==> src/rtl/modexp_pkg.sv <==
package modexp_pkg;

    typedef enum logic [2:0] {
        ST_IDLE,
        ST_CONVERT,
        ST_SQUARE,
        ST_MULTIPLY,
        ST_NEXT_BIT,
        ST_FINAL,
        ST_DONE
    } mx_state_e;

    typedef enum logic [2:0] {
        OP_TO_MONT_M,
        OP_TO_MONT_ONE,
        OP_SQUARE,
        OP_MULT,
        OP_FROM_MONT
    } mm_op_e;

endpackage

==> src/rtl/mont_mul.sv <==
module mont_mul #(
    parameter int WIDTH = 128
) (
    input  logic             clk,
    input  logic             rst_n,
    input  logic             start,
    input  logic [WIDTH-1:0] a,
    input  logic [WIDTH-1:0] b,
    input  logic [WIDTH-1:0] n,
    output logic             ready,
    output logic [WIDTH-1:0] p
);
    localparam int CNT_W = (WIDTH > 2) ? $clog2(WIDTH) : 1;
    localparam int ACC_W = WIDTH + 2;

    typedef struct packed {
        logic             busy;
        logic             fin;
        logic [CNT_W-1:0] cnt;
        logic [WIDTH-1:0] a_sh;
        logic [WIDTH-1:0] b;
        logic [WIDTH-1:0] n;
        logic [ACC_W-1:0] s;
        logic [WIDTH-1:0] p;
    } mm_regs_t;

    mm_regs_t r_q, r_d;
    logic [ACC_W-1:0] sum_a, sum_n;

    // one radix-2 step: add b when the scanned bit of a is set, make even with n
    always_comb begin
        sum_a = r_q.s + (r_q.a_sh[0] ? {2'b00, r_q.b} : '0);
        sum_n = sum_a + (sum_a[0] ? {2'b00, r_q.n} : '0);
    end

    always_comb begin
        r_d = r_q;
        if (start && !r_q.busy && !r_q.fin) begin
            r_d.busy = 1'b1;
            r_d.cnt  = '0;
            r_d.a_sh = a;
            r_d.b    = b;
            r_d.n    = n;
            r_d.s    = '0;
        end else if (r_q.busy) begin
            r_d.s    = sum_n >> 1;
            r_d.a_sh = r_q.a_sh >> 1;
            r_d.cnt  = r_q.cnt + 1'b1;
            if (r_q.cnt == CNT_W'(WIDTH - 1)) begin
                r_d.busy = 1'b0;
                r_d.fin  = 1'b1;
            end
        end else if (r_q.fin) begin
            r_d.fin = 1'b0;
            if (r_q.s >= {2'b00, r_q.n}) r_d.p = WIDTH'(r_q.s - {2'b00, r_q.n});
            else                         r_d.p = WIDTH'(r_q.s);
        end
    end

    always_ff @(posedge clk) begin
        if (!rst_n) r_q <= '0;
        else        r_q <= r_d;
    end

    assign ready = !r_q.busy && !r_q.fin;
    assign p     = r_q.p;

endmodule

==> src/rtl/mm_operand_sel.sv <==
module mm_operand_sel
    import modexp_pkg::*;
#(
    parameter int WIDTH = 128
) (
    input  mm_op_e           op,
    input  logic [WIDTH-1:0] msg,
    input  logic [WIDTH-1:0] r2,
    input  logic [WIDTH-1:0] acc,
    input  logic [WIDTH-1:0] mbar,
    output logic [WIDTH-1:0] a,
    output logic [WIDTH-1:0] b
);
    localparam logic [WIDTH-1:0] ONE = WIDTH'(1);

    always_comb begin
        a = acc;
        b = acc;
        unique case (op)
            OP_TO_MONT_M:   begin a = msg; b = r2;   end
            OP_TO_MONT_ONE: begin a = ONE; b = r2;   end
            OP_SQUARE:      begin a = acc; b = acc;  end
            OP_MULT:        begin a = acc; b = mbar; end
            OP_FROM_MONT:   begin a = acc; b = ONE;  end
            default:        begin a = acc; b = acc;  end
        endcase
    end

endmodule

==> src/rtl/modexp_engine.sv <==
module modexp_engine
    import modexp_pkg::*;
#(
    parameter int WIDTH = 128,
    parameter int EXP_W = WIDTH
) (
    input  logic             clk,
    input  logic             rst_n,
    input  logic             start,
    input  logic [WIDTH-1:0] msg,
    input  logic [EXP_W-1:0] exponent,
    input  logic [WIDTH-1:0] modulus,
    input  logic [WIDTH-1:0] r2_mod,
    output logic             ready,
    output logic [WIDTH-1:0] result
);
    localparam int IDX_W = (EXP_W > 2) ? $clog2(EXP_W) : 1;

    typedef struct packed {
        mx_state_e        state;
        logic             conv_one;
        logic             issued;
        logic [IDX_W-1:0] idx;
        logic [WIDTH-1:0] m;
        logic [WIDTH-1:0] n;
        logic [WIDTH-1:0] r2;
        logic [WIDTH-1:0] mbar;
        logic [WIDTH-1:0] acc;
        logic [WIDTH-1:0] res;
        logic [EXP_W-1:0] e;
    } ctl_regs_t;

    ctl_regs_t r_q, r_d;

    mm_op_e           mul_op;
    logic             mul_start;
    logic             mul_ready;
    logic             mul_done;
    logic [WIDTH-1:0] mul_a, mul_b, mul_p;
    logic [WIDTH-1:0] mod_held;

    assign mod_held = r_q.n;
    assign mul_done = r_q.issued && mul_ready;

    mm_operand_sel #(.WIDTH(WIDTH)) u_sel (
        .op   (mul_op),
        .msg  (r_q.m),
        .r2   (r_q.r2),
        .acc  (r_q.acc),
        .mbar (r_q.mbar),
        .a    (mul_a),
        .b    (mul_b)
    );

    mont_mul #(.WIDTH(WIDTH)) u_mul (
        .clk   (clk),
        .rst_n (rst_n),
        .start (mul_start),
        .a     (mul_a),
        .b     (mul_b),
        .n     (r_q.n),
        .ready (mul_ready),
        .p     (mul_p)
    );

    always_comb begin
        r_d       = r_q;
        mul_op    = OP_SQUARE;
        mul_start = 1'b0;
        unique case (r_q.state)
            ST_IDLE: begin
                if (start) begin
                    r_d.m        = msg;
                    r_d.e        = exponent;
                    r_d.n        = modulus;
                    r_d.r2       = r2_mod;
                    r_d.conv_one = 1'b0;
                    r_d.issued   = 1'b0;
                    r_d.idx      = IDX_W'(EXP_W - 1);
                    r_d.state    = ST_CONVERT;
                end
            end
            ST_CONVERT: begin
                mul_op = r_q.conv_one ? OP_TO_MONT_ONE : OP_TO_MONT_M;
                if (!r_q.issued) begin
                    mul_start  = 1'b1;
                    r_d.issued = 1'b1;
                end else if (mul_done) begin
                    r_d.issued = 1'b0;
                    if (!r_q.conv_one) begin
                        r_d.mbar     = mul_p;
                        r_d.conv_one = 1'b1;
                    end else begin
                        // seed from the top exponent bit
                        r_d.acc   = r_q.e[EXP_W-1] ? r_q.mbar : mul_p;
                        r_d.state = ST_NEXT_BIT;
                    end
                end
            end
            ST_NEXT_BIT: begin
                if (r_q.idx == '0) begin
                    r_d.state = ST_FINAL;
                end else begin
                    r_d.idx   = r_q.idx - 1'b1;
                    r_d.state = ST_SQUARE;
                end
            end
            ST_SQUARE: begin
                mul_op = OP_SQUARE;
                if (!r_q.issued) begin
                    mul_start  = 1'b1;
                    r_d.issued = 1'b1;
                end else if (mul_done) begin
                    r_d.issued = 1'b0;
                    r_d.acc    = mul_p;
                    r_d.state  = r_q.e[r_q.idx] ? ST_MULTIPLY : ST_NEXT_BIT;
                end
            end
            ST_MULTIPLY: begin
                mul_op = OP_MULT;
                if (!r_q.issued) begin
                    mul_start  = 1'b1;
                    r_d.issued = 1'b1;
                end else if (mul_done) begin
                    r_d.issued = 1'b0;
                    r_d.acc    = mul_p;
                    r_d.state  = ST_NEXT_BIT;
                end
            end
            ST_FINAL: begin
                mul_op = OP_FROM_MONT;
                if (!r_q.issued) begin
                    mul_start  = 1'b1;
                    r_d.issued = 1'b1;
                end else if (mul_done) begin
                    r_d.issued = 1'b0;
                    r_d.res    = mul_p;
                    r_d.state  = ST_DONE;
                end
            end
            ST_DONE: begin
                r_d.state = ST_IDLE;
            end
            default: r_d.state = ST_IDLE;
        endcase
    end

    always_ff @(posedge clk) begin
        if (!rst_n) r_q <= '0;
        else        r_q <= r_d;
    end

    assign ready  = (r_q.state == ST_IDLE);
    assign result = r_q.res;

endmodule

==> config.mk <==
export PLATFORM = sky130hd
export DESIGN_NAME = modexp_engine
export DESIGN_NICKNAME = d
export VERILOG_FILES = /design/src/rtl/modexp_pkg.sv /design/src/rtl/mont_mul.sv /design/src/rtl/mm_operand_sel.sv /design/src/rtl/modexp_engine.sv
export SDC_FILE = /design/constraint.sdc
export NUM_CORES = 2
export LEC_CHECK = 0
export CORE_MARGIN = 2
export CORE_UTILIZATION = 50
export CTS_CLUSTER_SIZE = 28
export DETAILED_ROUTE_END_ITERATION = 7
export PLACE_DENSITY = 0.7
export SYNTH_ARGS = -nofsm -noshare
export SYNTH_HDL_FRONTEND = slang
export SYNTH_SLANG_ARGS = --single-unit
==> constraint.sdc <==
create_clock -name clk -period 10.5 [get_ports clk]
set_clock_uncertainty 0.15 [all_clocks]
set_input_delay 1.575 -clock clk [delete_from_list [all_inputs] [get_ports clk]]
set_output_delay 1.575 -clock clk [all_outputs]
set_load 0.05 [all_outputs]
==> qor.yml <==
min_path:
  hold_class: "reg2reg"
cts:
  clkTransAtPathRegs_ns: 0.07
  clk_latency_ns: 0.85
  cts_tree: "done"
  cts-hold-fix-buffers: 0
  clockBufferDepth: 3
  post_cts_buffers: 0
  clkSinkCount: 1558
  cts_resized: 0
  cts.htree.levels: 4
  cts_inserted_buffers: 169
  root_buffer: "clkbuf_16"
floorplanning:
  core_region_area_sq_mm: 0.176
  start_util_pct: 50.3
  fp-row-count: 154
  fp.dieH_um: 425
  io_pins: 644
  die_area_sq_mm: 0.181
  die_w_um: 425
drt:
  vias_per_cell: 6.03
  drt-wirelength-per-cell_um: 23.4
  wl_um: 327000
  first_iter_violations: 7765
  drcViolationCount: 0
  drt_pass1_iterations: 6
  via_count: 84401
  ant_nets: 0
pwr:
  powerDensity_mw_per_mm2: 155
  total_power_uw: 15600
  power_frac_clock_pct: 38.9
  p_comb_share_pct: 20.1
  swShare_pct: 31.1
  power.switching_uw: 4840
  power_frac_seq_pct: 41.1
  p_leak_uw: 0.0382
  ir_drop_mv: 0.250
  cellInternalPower_uw: 10700
placed_design:
  io_buffers: 643
  gp_congestion: 1.01
  dp_hpwl_um: 245000
  place_area_sq_mm: 0.0948
  dp_slack_ns: 1.59
yosys:
  synthesis.instances: 11608
  avgSynthCellArea_sq_um: 7.64
  ys.flop_type: "dfxtp_1"
  yosys_warnings: 0
  yosysSeqAreaShare_pct: 35.2
  postSynthNetCount: 12512
  yosysTopAreaCellShare_pct: 35.2
  synth_area_sq_mm: 0.0887
  synthTopCellsByArea: "dfxtp_1 35%, nand2_1 10%, a21oi_1 8.6%"
  async_reset_ff_share_pct: 0
  synth_seq_cells: 1558
  synth_edf_count: 0
  yosysTopAreaCell: "dfxtp_1"
  yosysUniqueCellTypes: 101
global_routing:
  grt_usage_pct: 34.8
  antenna_found_initial: 20
  grt_remaining_overflow: 0
  grt_max_degree: 199
  grt_pass1_vias: 80367
  grt_first_pass_wirelength_um: 491000
final_layout:
  area_delta_synth_final_pct: 13.2
  nets: 12418
  final_core_util_pct: 56.9
  stdcell_area_sq_mm: 0.100
  layout-drive-gt1-share_pct: 4.24
timing:
  setup-tns-final_ns: 0
  rsz0062_at_grt: "no"
  slew_violations: 0
  period_share_pct: 84.5
  fmax_mhz: 113
  max_slew_margin_pct: 8.06
  hold_viol_final: 0
  setup_viol: 0
  period_minus_slack_ns: 8.87
  setup_ws_ns: 1.63
  worst_pin_slew_ns: 1.37
setup_path:
  cp_max_fo: 78
  critical_path_class: "reg2reg"
  cp_slowest_stage_delay_ns: 0.97
  crit_path_end_kind: "flop"
  startpoint_type: "flop"
  worstPathArrival_ns: 9.46
  cp_slowest_cell: "o41ai_1"
  required_ns: 11.08
flow_run:
  cap_viol_max_count: 0
status:
  status: "finished clean"
## layer usage
metal	global-route usage, %	vias to the layer above	wire length (um)
li1	-	40139	-
met1	47.3	40530	145000
met2	55.1	3145	147000
met3	5.74	567	23100
met4	13.5	20	13100
met5	0	-	130
## logic make-up (layout without fill, tap and decap cells)
| logic type | after synthesis | after routing | synth area share [%] |
|---|---|---|---|
| AO/OA/AOI/OAI | 3201 | 3201 | 22.2 |
| XOR/XNOR | 369 | 369 | 3.64 |
| adder cells (fa/ha/maj) | 389 | 389 | 5.51 |
| buffers and inverters | 1259 | 1294 | 5.93 |
| flip-flops | 1558 | 1558 | 35.2 |
| multiplexers | 507 | 507 | 6.30 |
| other | 0 | 5 | 0 |
| AND/OR/NAND/NOR | 4325 | 4325 | 21.3 |
## worst paths after layout
path                   from             end  slack (ns)  cells after the start
max reg2reg  u_mul.r_q[514]  u_mul.r_q[251]        1.63                     30
min reg2reg    mod_held[87]  u_mul.r_q[345]        0.30                      2
min            mod_held[87]  u_mul.r_q[345]        0.30                      2
max          u_mul.r_q[514]  u_mul.r_q[251]        1.63                     30
## synthesized netlist by cell type, types with 234 or more instances
cell type and count:
nand2_1 2376, dfxtp_1 1558, a21oi_1 1521, nor2_1 850
clkbuf_1 796, a211oi_1 557, mux2i_1 463, ha_1 386
o21ai_0 353, and2_1 283, inv_1 258, xnor2_1 234
## layout make-up
| cell class | count | area, sq um |
|---|---|---|
| Clock buffer | 238 | 4950 |
| Sequential cell | 1558 | 31200 |
| Inverter | 259 | 980 |
| Antenna cell | 5 | 12.5 |
| Timing Repair Buffer | 735 | 7270 |
| Clock inverter | 62 | 629 |
| Fill cell | 16346 | 75900 |
| Tap cell | 2340 | 2930 |
| Multi-Input combinational cell | 8791 | 52400 |
## layout by cell type (no fill, tap or decap), types with 47 or more instances in the layout
master and n:
a211oi_1 557, a21o_1 202, a21oi_1 1521, a311oi_1 61, a31oi_1 66, and2_1 282
buf_4 80, clkbuf_16 175, clkdlybuf4s50_1 642, dfxtp_1 1553, ha_1 385, inv_1 257
mux2i_1 463, nand2_1 2369, nand2b_1 47, nand3_1 81, nand4_1 167, nor2_1 845
nor3_1 210, nor3b_1 134, o21a_1 58, o21ai_0 352, o21bai_1 113, xnor2_1 234
xor2_1 135
## power groups by stage
stage	logic, uW	clock network (uW)	registers [uW]
after floorplan	2010	0	6400
after detailed placement	3050	0	6520
after global routing	3330	6370	6410
after CTS	3070	6110	6390
after global placement	3030	0	6510
final	3120	6050	6390
## per-stage QoR
step,cells,hold WS (ns)
after floorplan,11608,0.282
after global placement,13683,0.290
after detailed placement,13683,0.293
after CTS,13983,0.296
after global routing,13983,0.314
final,13988,0.295
## state kept, by name (all words and copies together), names as in the netlist
signal     count
r_q          652
u_mul.p      128
mod_held     128
u_mul.r_q    522
result       128
## worst max-delay path, delay by kind of cell (launching register included)
family	cells	cell delay, ns
flip-flops	1	0.81
XOR/XNOR	1	0.10
buffers and inverters	1	0.08
AND/OR/NAND/NOR	12	2.86
AO/OA/AOI/OAI	13	3.88
adder cells (fa/ha/maj)	3	0.85
Power figures use the tool's default switching activity.
